File: src/rtl/stencil_tap_pkg.sv
package stencil_tap_pkg;

    // Control bits that travel alongside each slot through the operator.
    typedef struct packed {
        logic live;   // slot carries an issued iteration
        logic virt;   // padded dummy iteration
        logic brd;    // border slot: result taken from boundary value
    } slot_ctl_t;

    // Smallest integer not below 2^frac / 3 (2^frac is never a multiple of 3).
    function automatic longint unsigned third_recip(input int frac);
        return ((64'd1 << frac) + 64'd2) / 64'd3;
    endfunction

endpackage

File: src/rtl/stencil_avg_pipe.sv
module stencil_avg_pipe
    import stencil_tap_pkg::*;
#(
    parameter int W   = 16,
    parameter int LAT = 5
) (
    input  logic            clk,
    input  logic            rst_n,
    input  slot_ctl_t       in_ctl,
    input  logic [W-1:0]    in_bq,
    input  logic [W-1:0]    opnd_near,
    input  logic [W-1:0]    opnd_mid,
    input  logic [W-1:0]    opnd_far,
    output slot_ctl_t       out_ctl,
    output logic [W-1:0]    out_bq,
    output logic [W-1:0]    out_avg
);
    localparam int SW   = W + 2;          // sum of three W-bit values
    localparam int FRAC = W + 4;          // reciprocal fraction bits
    localparam int PW   = SW + FRAC;      // product width
    localparam int RW   = LAT - 2;        // result stages after sum and product
    localparam logic [PW-1:0] RECIP = PW'(third_recip(FRAC));
    localparam logic [PW-1:0] HALF  = PW'(1) << (FRAC - 1);

    typedef struct packed {
        slot_ctl_t      ctl;
        logic [W-1:0]   bq;
        logic [SW-1:0]  sum;
    } sum_st_t;

    typedef struct packed {
        slot_ctl_t      ctl;
        logic [W-1:0]   bq;
        logic [PW-1:0]  prod;
    } mul_st_t;

    typedef struct packed {
        slot_ctl_t      ctl;
        logic [W-1:0]   bq;
        logic [W-1:0]   avg;
    } res_st_t;

    typedef struct packed {
        sum_st_t                s0;
        mul_st_t                s1;
        res_st_t [RW-1:0]       r;
    } pipe_t;

    pipe_t          pipe_d, pipe_q;
    logic [PW-1:0]  scaled;

    always_comb begin
        pipe_d = pipe_q;

        // Stage 0: three-operand add, control captured with the slot.
        pipe_d.s0.ctl = in_ctl;
        pipe_d.s0.bq  = in_bq;
        pipe_d.s0.sum = SW'(opnd_near) + SW'(opnd_mid) + SW'(opnd_far);

        // Stage 1: multiply by the rounded reciprocal, add rounding half.
        pipe_d.s1.ctl  = pipe_q.s0.ctl;
        pipe_d.s1.bq   = pipe_q.s0.bq;
        pipe_d.s1.prod = PW'(pipe_q.s0.sum) * RECIP + HALF;

        // Stage 2: drop the fraction.
        scaled            = pipe_q.s1.prod >> FRAC;
        pipe_d.r[0].ctl   = pipe_q.s1.ctl;
        pipe_d.r[0].bq    = pipe_q.s1.bq;
        pipe_d.r[0].avg   = scaled[W-1:0];

        // Remaining stages pad the operator out to LAT.
        for (int k = 1; k < RW; k++) begin
            pipe_d.r[k] = pipe_q.r[k-1];
        end
    end

    always_ff @(posedge clk or negedge rst_n) begin
        if (!rst_n) begin
            pipe_q <= '0;
        end else begin
            pipe_q <= pipe_d;
        end
    end

    assign out_ctl = pipe_q.r[RW-1].ctl;
    assign out_bq  = pipe_q.r[RW-1].bq;
    assign out_avg = pipe_q.r[RW-1].avg;

    // The quotient never needs more than W bits.
    AST_QUOT_FITS: assert property (@(posedge clk) disable iff (!rst_n)
        (scaled >> W) == '0);

    // The first rounded stage lies within one of a third of the sum two edges back.
    AST_QUOT_CLOSE: assert property (@(posedge clk) disable iff (!rst_n)
        ((SW+2)'(pipe_q.r[0].avg) * (SW+2)'(3) + (SW+2)'(2) >= (SW+2)'($past(pipe_q.s0.sum, 2)))
        && ((SW+2)'(pipe_q.r[0].avg) * (SW+2)'(3) <= (SW+2)'($past(pipe_q.s0.sum, 2)) + (SW+2)'(2)));

endmodule

File: src/rtl/stencil_border_sel.sv
module stencil_border_sel
    import stencil_tap_pkg::*;
#(
    parameter int W = 16
) (
    input  slot_ctl_t       ctl,
    input  logic [W-1:0]    bq,
    input  logic [W-1:0]    avg,
    output logic [W-1:0]    op_out
);
    // Border slots forward the boundary value in place of the average.
    always_comb begin
        op_out = avg;
        if (ctl.brd) begin
            op_out = bq;
        end
    end
endmodule

File: src/rtl/stencil_tap_chain.sv
module stencil_tap_chain #(
    parameter int W       = 16,
    parameter int LEN     = 8,
    parameter int MID_IDX = 3,
    parameter int FAR_IDX = 7
) (
    input  logic            clk,
    input  logic            rst_n,
    input  logic [W-1:0]    head,
    output logic [W-1:0]    first_q,
    output logic [W-1:0]    tap_mid,
    output logic [W-1:0]    tap_far
);
    localparam int NTAP = 2;

    typedef struct packed {
        logic [LEN-1:0][W-1:0] d;
    } chain_t;

    chain_t chain_d, chain_q;

    always_comb begin
        chain_d.d[0] = head;
        for (int k = 1; k < LEN; k++) begin
            chain_d.d[k] = chain_q.d[k-1];
        end
    end

    always_ff @(posedge clk or negedge rst_n) begin
        if (!rst_n) begin
            chain_q <= '0;
        end else begin
            chain_q <= chain_d;
        end
    end

    logic [NTAP-1:0][W-1:0] taps;

    for (genvar t = 0; t < NTAP; t++) begin : g_tap
        localparam int IDX = (t == 0) ? MID_IDX : FAR_IDX;
        assign taps[t] = chain_q.d[IDX];
    end

    assign first_q = chain_q.d[0];
    assign tap_mid = taps[0];
    assign tap_far = taps[1];
endmodule

File: src/rtl/stencil_tap_kernel.sv
module stencil_tap_kernel
    import stencil_tap_pkg::*;
#(
    parameter int W        = 16,
    parameter int LAT      = 5,
    parameter int DIST_MID = 9,
    parameter int DIST_FAR = 13
) (
    input  logic            clk,
    input  logic            rst_n,
    input  logic            iter_valid,
    input  logic            iter_virtual,
    input  logic            edge_sel,
    input  logic [W-1:0]    edge_data,
    output logic            res_valid,
    output logic [W-1:0]    res_data
);
    localparam int LEN     = DIST_FAR - LAT;
    localparam int MID_IDX = DIST_MID - LAT - 1;
    localparam int FAR_IDX = DIST_FAR - LAT - 1;
    localparam int CW      = $clog2(LAT + 1);

    slot_ctl_t      in_ctl, out_ctl;
    logic [W-1:0]   out_bq, out_avg, op_out;
    logic [W-1:0]   first_q, tap_mid, tap_far;
    logic [CW-1:0]  fill_d, fill_q;

    always_comb begin
        in_ctl.live = iter_valid;
        in_ctl.virt = iter_virtual;
        in_ctl.brd  = edge_sel;
    end

    // The nearest operand is the operator output itself: distance LAT.
    stencil_avg_pipe #(.W(W), .LAT(LAT)) u_pipe (
        .clk       (clk),
        .rst_n     (rst_n),
        .in_ctl    (in_ctl),
        .in_bq     (edge_data),
        .opnd_near (op_out),
        .opnd_mid  (tap_mid),
        .opnd_far  (tap_far),
        .out_ctl   (out_ctl),
        .out_bq    (out_bq),
        .out_avg   (out_avg)
    );

    stencil_border_sel #(.W(W)) u_bsel (
        .ctl    (out_ctl),
        .bq     (out_bq),
        .avg    (out_avg),
        .op_out (op_out)
    );

    stencil_tap_chain #(.W(W), .LEN(LEN), .MID_IDX(MID_IDX), .FAR_IDX(FAR_IDX)) u_chain (
        .clk     (clk),
        .rst_n   (rst_n),
        .head    (op_out),
        .first_q (first_q),
        .tap_mid (tap_mid),
        .tap_far (tap_far)
    );

    assign res_valid = out_ctl.live & ~out_ctl.virt;
    assign res_data  = op_out;

    // Edges since reset, saturating at LAT; guards the fill window.
    always_comb begin
        fill_d = fill_q;
        if (fill_q != CW'(LAT)) begin
            fill_d = fill_q + CW'(1);
        end
    end

    always_ff @(posedge clk or negedge rst_n) begin
        if (!rst_n) begin
            fill_q <= '0;
        end else begin
            fill_q <= fill_d;
        end
    end

    AST_RESET_QUIET: assert property (@(posedge clk)
        $rose(rst_n) |-> (!res_valid && res_data == '0));

    AST_FILL_SILENT: assert property (@(posedge clk) disable iff (!rst_n)
        (fill_q < CW'(LAT)) |-> !res_valid);

    AST_BORDER_FEED: assert property (@(posedge clk) disable iff (!rst_n)
        $past(out_ctl.brd) |-> (first_q == $past(out_bq)));

endmodule

File: config.mk
export PLATFORM = sky130hd
export DESIGN_NAME = stencil_tap_kernel
export DESIGN_NICKNAME = d
export VERILOG_FILES = /design/src/rtl/stencil_tap_pkg.sv /design/src/rtl/stencil_avg_pipe.sv /design/src/rtl/stencil_border_sel.sv /design/src/rtl/stencil_tap_chain.sv /design/src/rtl/stencil_tap_kernel.sv
export SDC_FILE = /design/constraint.sdc
export NUM_CORES = 1
export LEC_CHECK = 0
export ABC_AREA = 1
export ABC_CLOCK_PERIOD_IN_PS = 7830
export CAP_MARGIN = 20
export CELL_PAD_IN_SITES_DETAIL_PLACEMENT = 0
export CELL_PAD_IN_SITES_GLOBAL_PLACEMENT = 1
export CORE_AREA = 2 2 180 182
export CTS_BUF_LIST = sky130_fd_sc_hd__clkbuf_4 sky130_fd_sc_hd__clkbuf_8
export DETAILED_ROUTE_END_ITERATION = 7
export DIE_AREA = 0 0 182 184
export DONT_BUFFER_PORTS = 1
export GPL_TIMING_DRIVEN = 0
export PLACE_DENSITY_LB_ADDON = 0.25
export SETUP_SLACK_MARGIN = 0.5
export SLEW_MARGIN = 10
export SYNTH_ARGS = -nofsm -noshare
export SYNTH_HDL_FRONTEND = slang
export SYNTH_HIERARCHICAL = 1
export SYNTH_SLANG_ARGS = --single-unit
export TNS_END_PERCENT = 100
File: constraint.sdc
create_clock -name clk -period 7.83 [get_ports clk]
set_clock_uncertainty 0.15 [all_clocks]
set_input_delay 0.3915 -clock clk [delete_from_list [all_inputs] [get_ports clk]]
set_output_delay 0.3915 -clock clk [all_outputs]
set_load 0.005 [all_outputs]
==> metrics.txt <==
global router's overall resource usage=20.34%; Cells after Synth=1578; post-CTS resize count=0; gr ovfl total=0; first-pass GRT wire length=52.71 mm; slowest cell on the critical path=fa_1; IO buf count=0; clk buf depth=3; Worst Path Max Fanout=7; clock net sink count=305; WHS=-0.5552 ns; H-tree depth=2; layout cells sized above 1=12.90%; Final nets=1956; failing checks=negative hold slack; Final Max Slew Viols=0; Hold Path Class=in -> async; Die W=182 um; maxcap violations=0; syn_nets=1894; diode count=0; Via density=4.649; vias in the first global route=10190; Rel. slew slack=63.48%; post-DP HPWL=25.71 mm; initial antenna violation count=0; worst-skew pair later-pin latency=0.53 ns; most frequent cells in the layout=362 x inv_1, 305 x dfrtp_1, 287 x nand2_1; layout filler cell count=2580; Starting Density=53.48%; status=finished, violations left; pin count of the biggest net entering global routing=306; FP Rows=65; Initial DRT Pass Iterations=5; die area=33490 um^2; CP Launch Type=register; CP max stage delay=0.54 ns; DRT Wirelength=31.67 mm; yosys synthesis warning count=6; Syn Area/Cell=10.64 um^2; Placer Congestion=0.8842; Tightest Pin Transition=0.5478 ns; Fin Setup TNS=0 ns; CP arrival=6.52 ns; Setup Viol. Count Final=0; CTS root buf=clkbuf_8; unrepaired setup endpoints after global routing=false; DR WL/cell=15.30 um; Vias=9618; number of DRC markers in iteration 0=563; area grow syn2layout=9.347%; Fin. Hold Viols=305; DRC violation count after routing=0; minimum clock period=6.263 ns; count of boundary I/O pins=38; crit end category=register; ANT nets after route=0; Worst-path clk slew=0.07 ns; period utilization=79.98%; hold buffers post-CTS=19; cell area after synthesis=16790 um^2; required time of the critical path=8.08 ns; CP Class=reg -> reg; CTS tree=yes; # Post-CTS Setup Buffers=0; most common cell after layout, fill and taps aside=inv_1; DIE HEIGHT=184 um; core area=31390 um^2; maximum clock rate=0.1597 GHz; TritonCTS buffer count=41
==> area by class of cell <==
type                       count  area, um^2  area share, %
sequential                   305        7632          41.58
multi-input combinational    833        7276          39.64
inverter                     386        1454          7.920
clock buffer                  62       797.0          4.342
tap                          402       503.0          2.740
buffer                        54       425.4          2.317
timing repair buffer          19       190.2          1.036
clock inverter                 8       78.83         0.4294
==> worst max-delay path: cells and delay by family, from the launching register on <==
kind,cells,cell delay (ns)
buf+inv,8,0.48
flops,1,0.51
xor+xnor,3,0.76
fa+ha+maj,8,3.27
compound gates,1,0.20
simple gates,8,0.79
==> stage by stage <==
stage | instances | setup WS [ns] | instance area [um^2] | utilization (%) | hold slack, ns
after global placement | 1980 | 1.546 | 17290 | 55.08 | -0.03675
after global routing | 2069 | 1.170 | 18360 | 58.47 | -0.6065
after floorplan | 1578 | 2.287 | 16790 | - | -0.05409
after CTS | 2069 | 1.508 | 18360 | 58.47 | -0.5873
after detailed placement | 1980 | 1.528 | 17290 | 55.08 | -0.03752
final | 2069 | 1.567 | 18360 | 58.47 | -0.5552
==> worst paths after layout <==
kind,start,end,slack [ns],cells past startpoint
min reg2reg,u_chain/chain_d[44],u_chain/chain_d[60],0.18,0
max reg2reg,u_pipe/pipe_q[163],u_pipe/pipe_d[9],1.57,28
min in group clk,u_chain/chain_d[44],u_chain/chain_d[60],0.18,0
max,u_pipe/pipe_q[163],u_pipe/pipe_d[9],1.57,28
min,rst_n,u_chain/chain_d[96],-0.56,0
max in group asynchronous,rst_n,u_pipe/out_avg[15],7.64,0
==> registers in the layout (all words and copies together) (netlist names) <==
name / cells
u_chain/chain_d: 80
u_pipe/out_bq: 16
u_pipe/pipe_d: 124
u_chain/tap_far: 16
u_chain/tap_mid: 16
u_pipe/out_ctl: 3
u_pipe/out_avg: 16
u_pipe/pipe_q: 18
u_chain/first_q: 16
==> routing by layer <==
layer	wire length, um	up-vias	track usage (%)
met5	0	-	0
met4	314	0	3.161
met3	981	26	2.793
met2	15250	127	33.74
met1	15120	4685	29.42
li1	-	4780	-
Power is not shown: default switching activity piles up to over one toggle a cycle in this logic, so the estimate is an artifact.
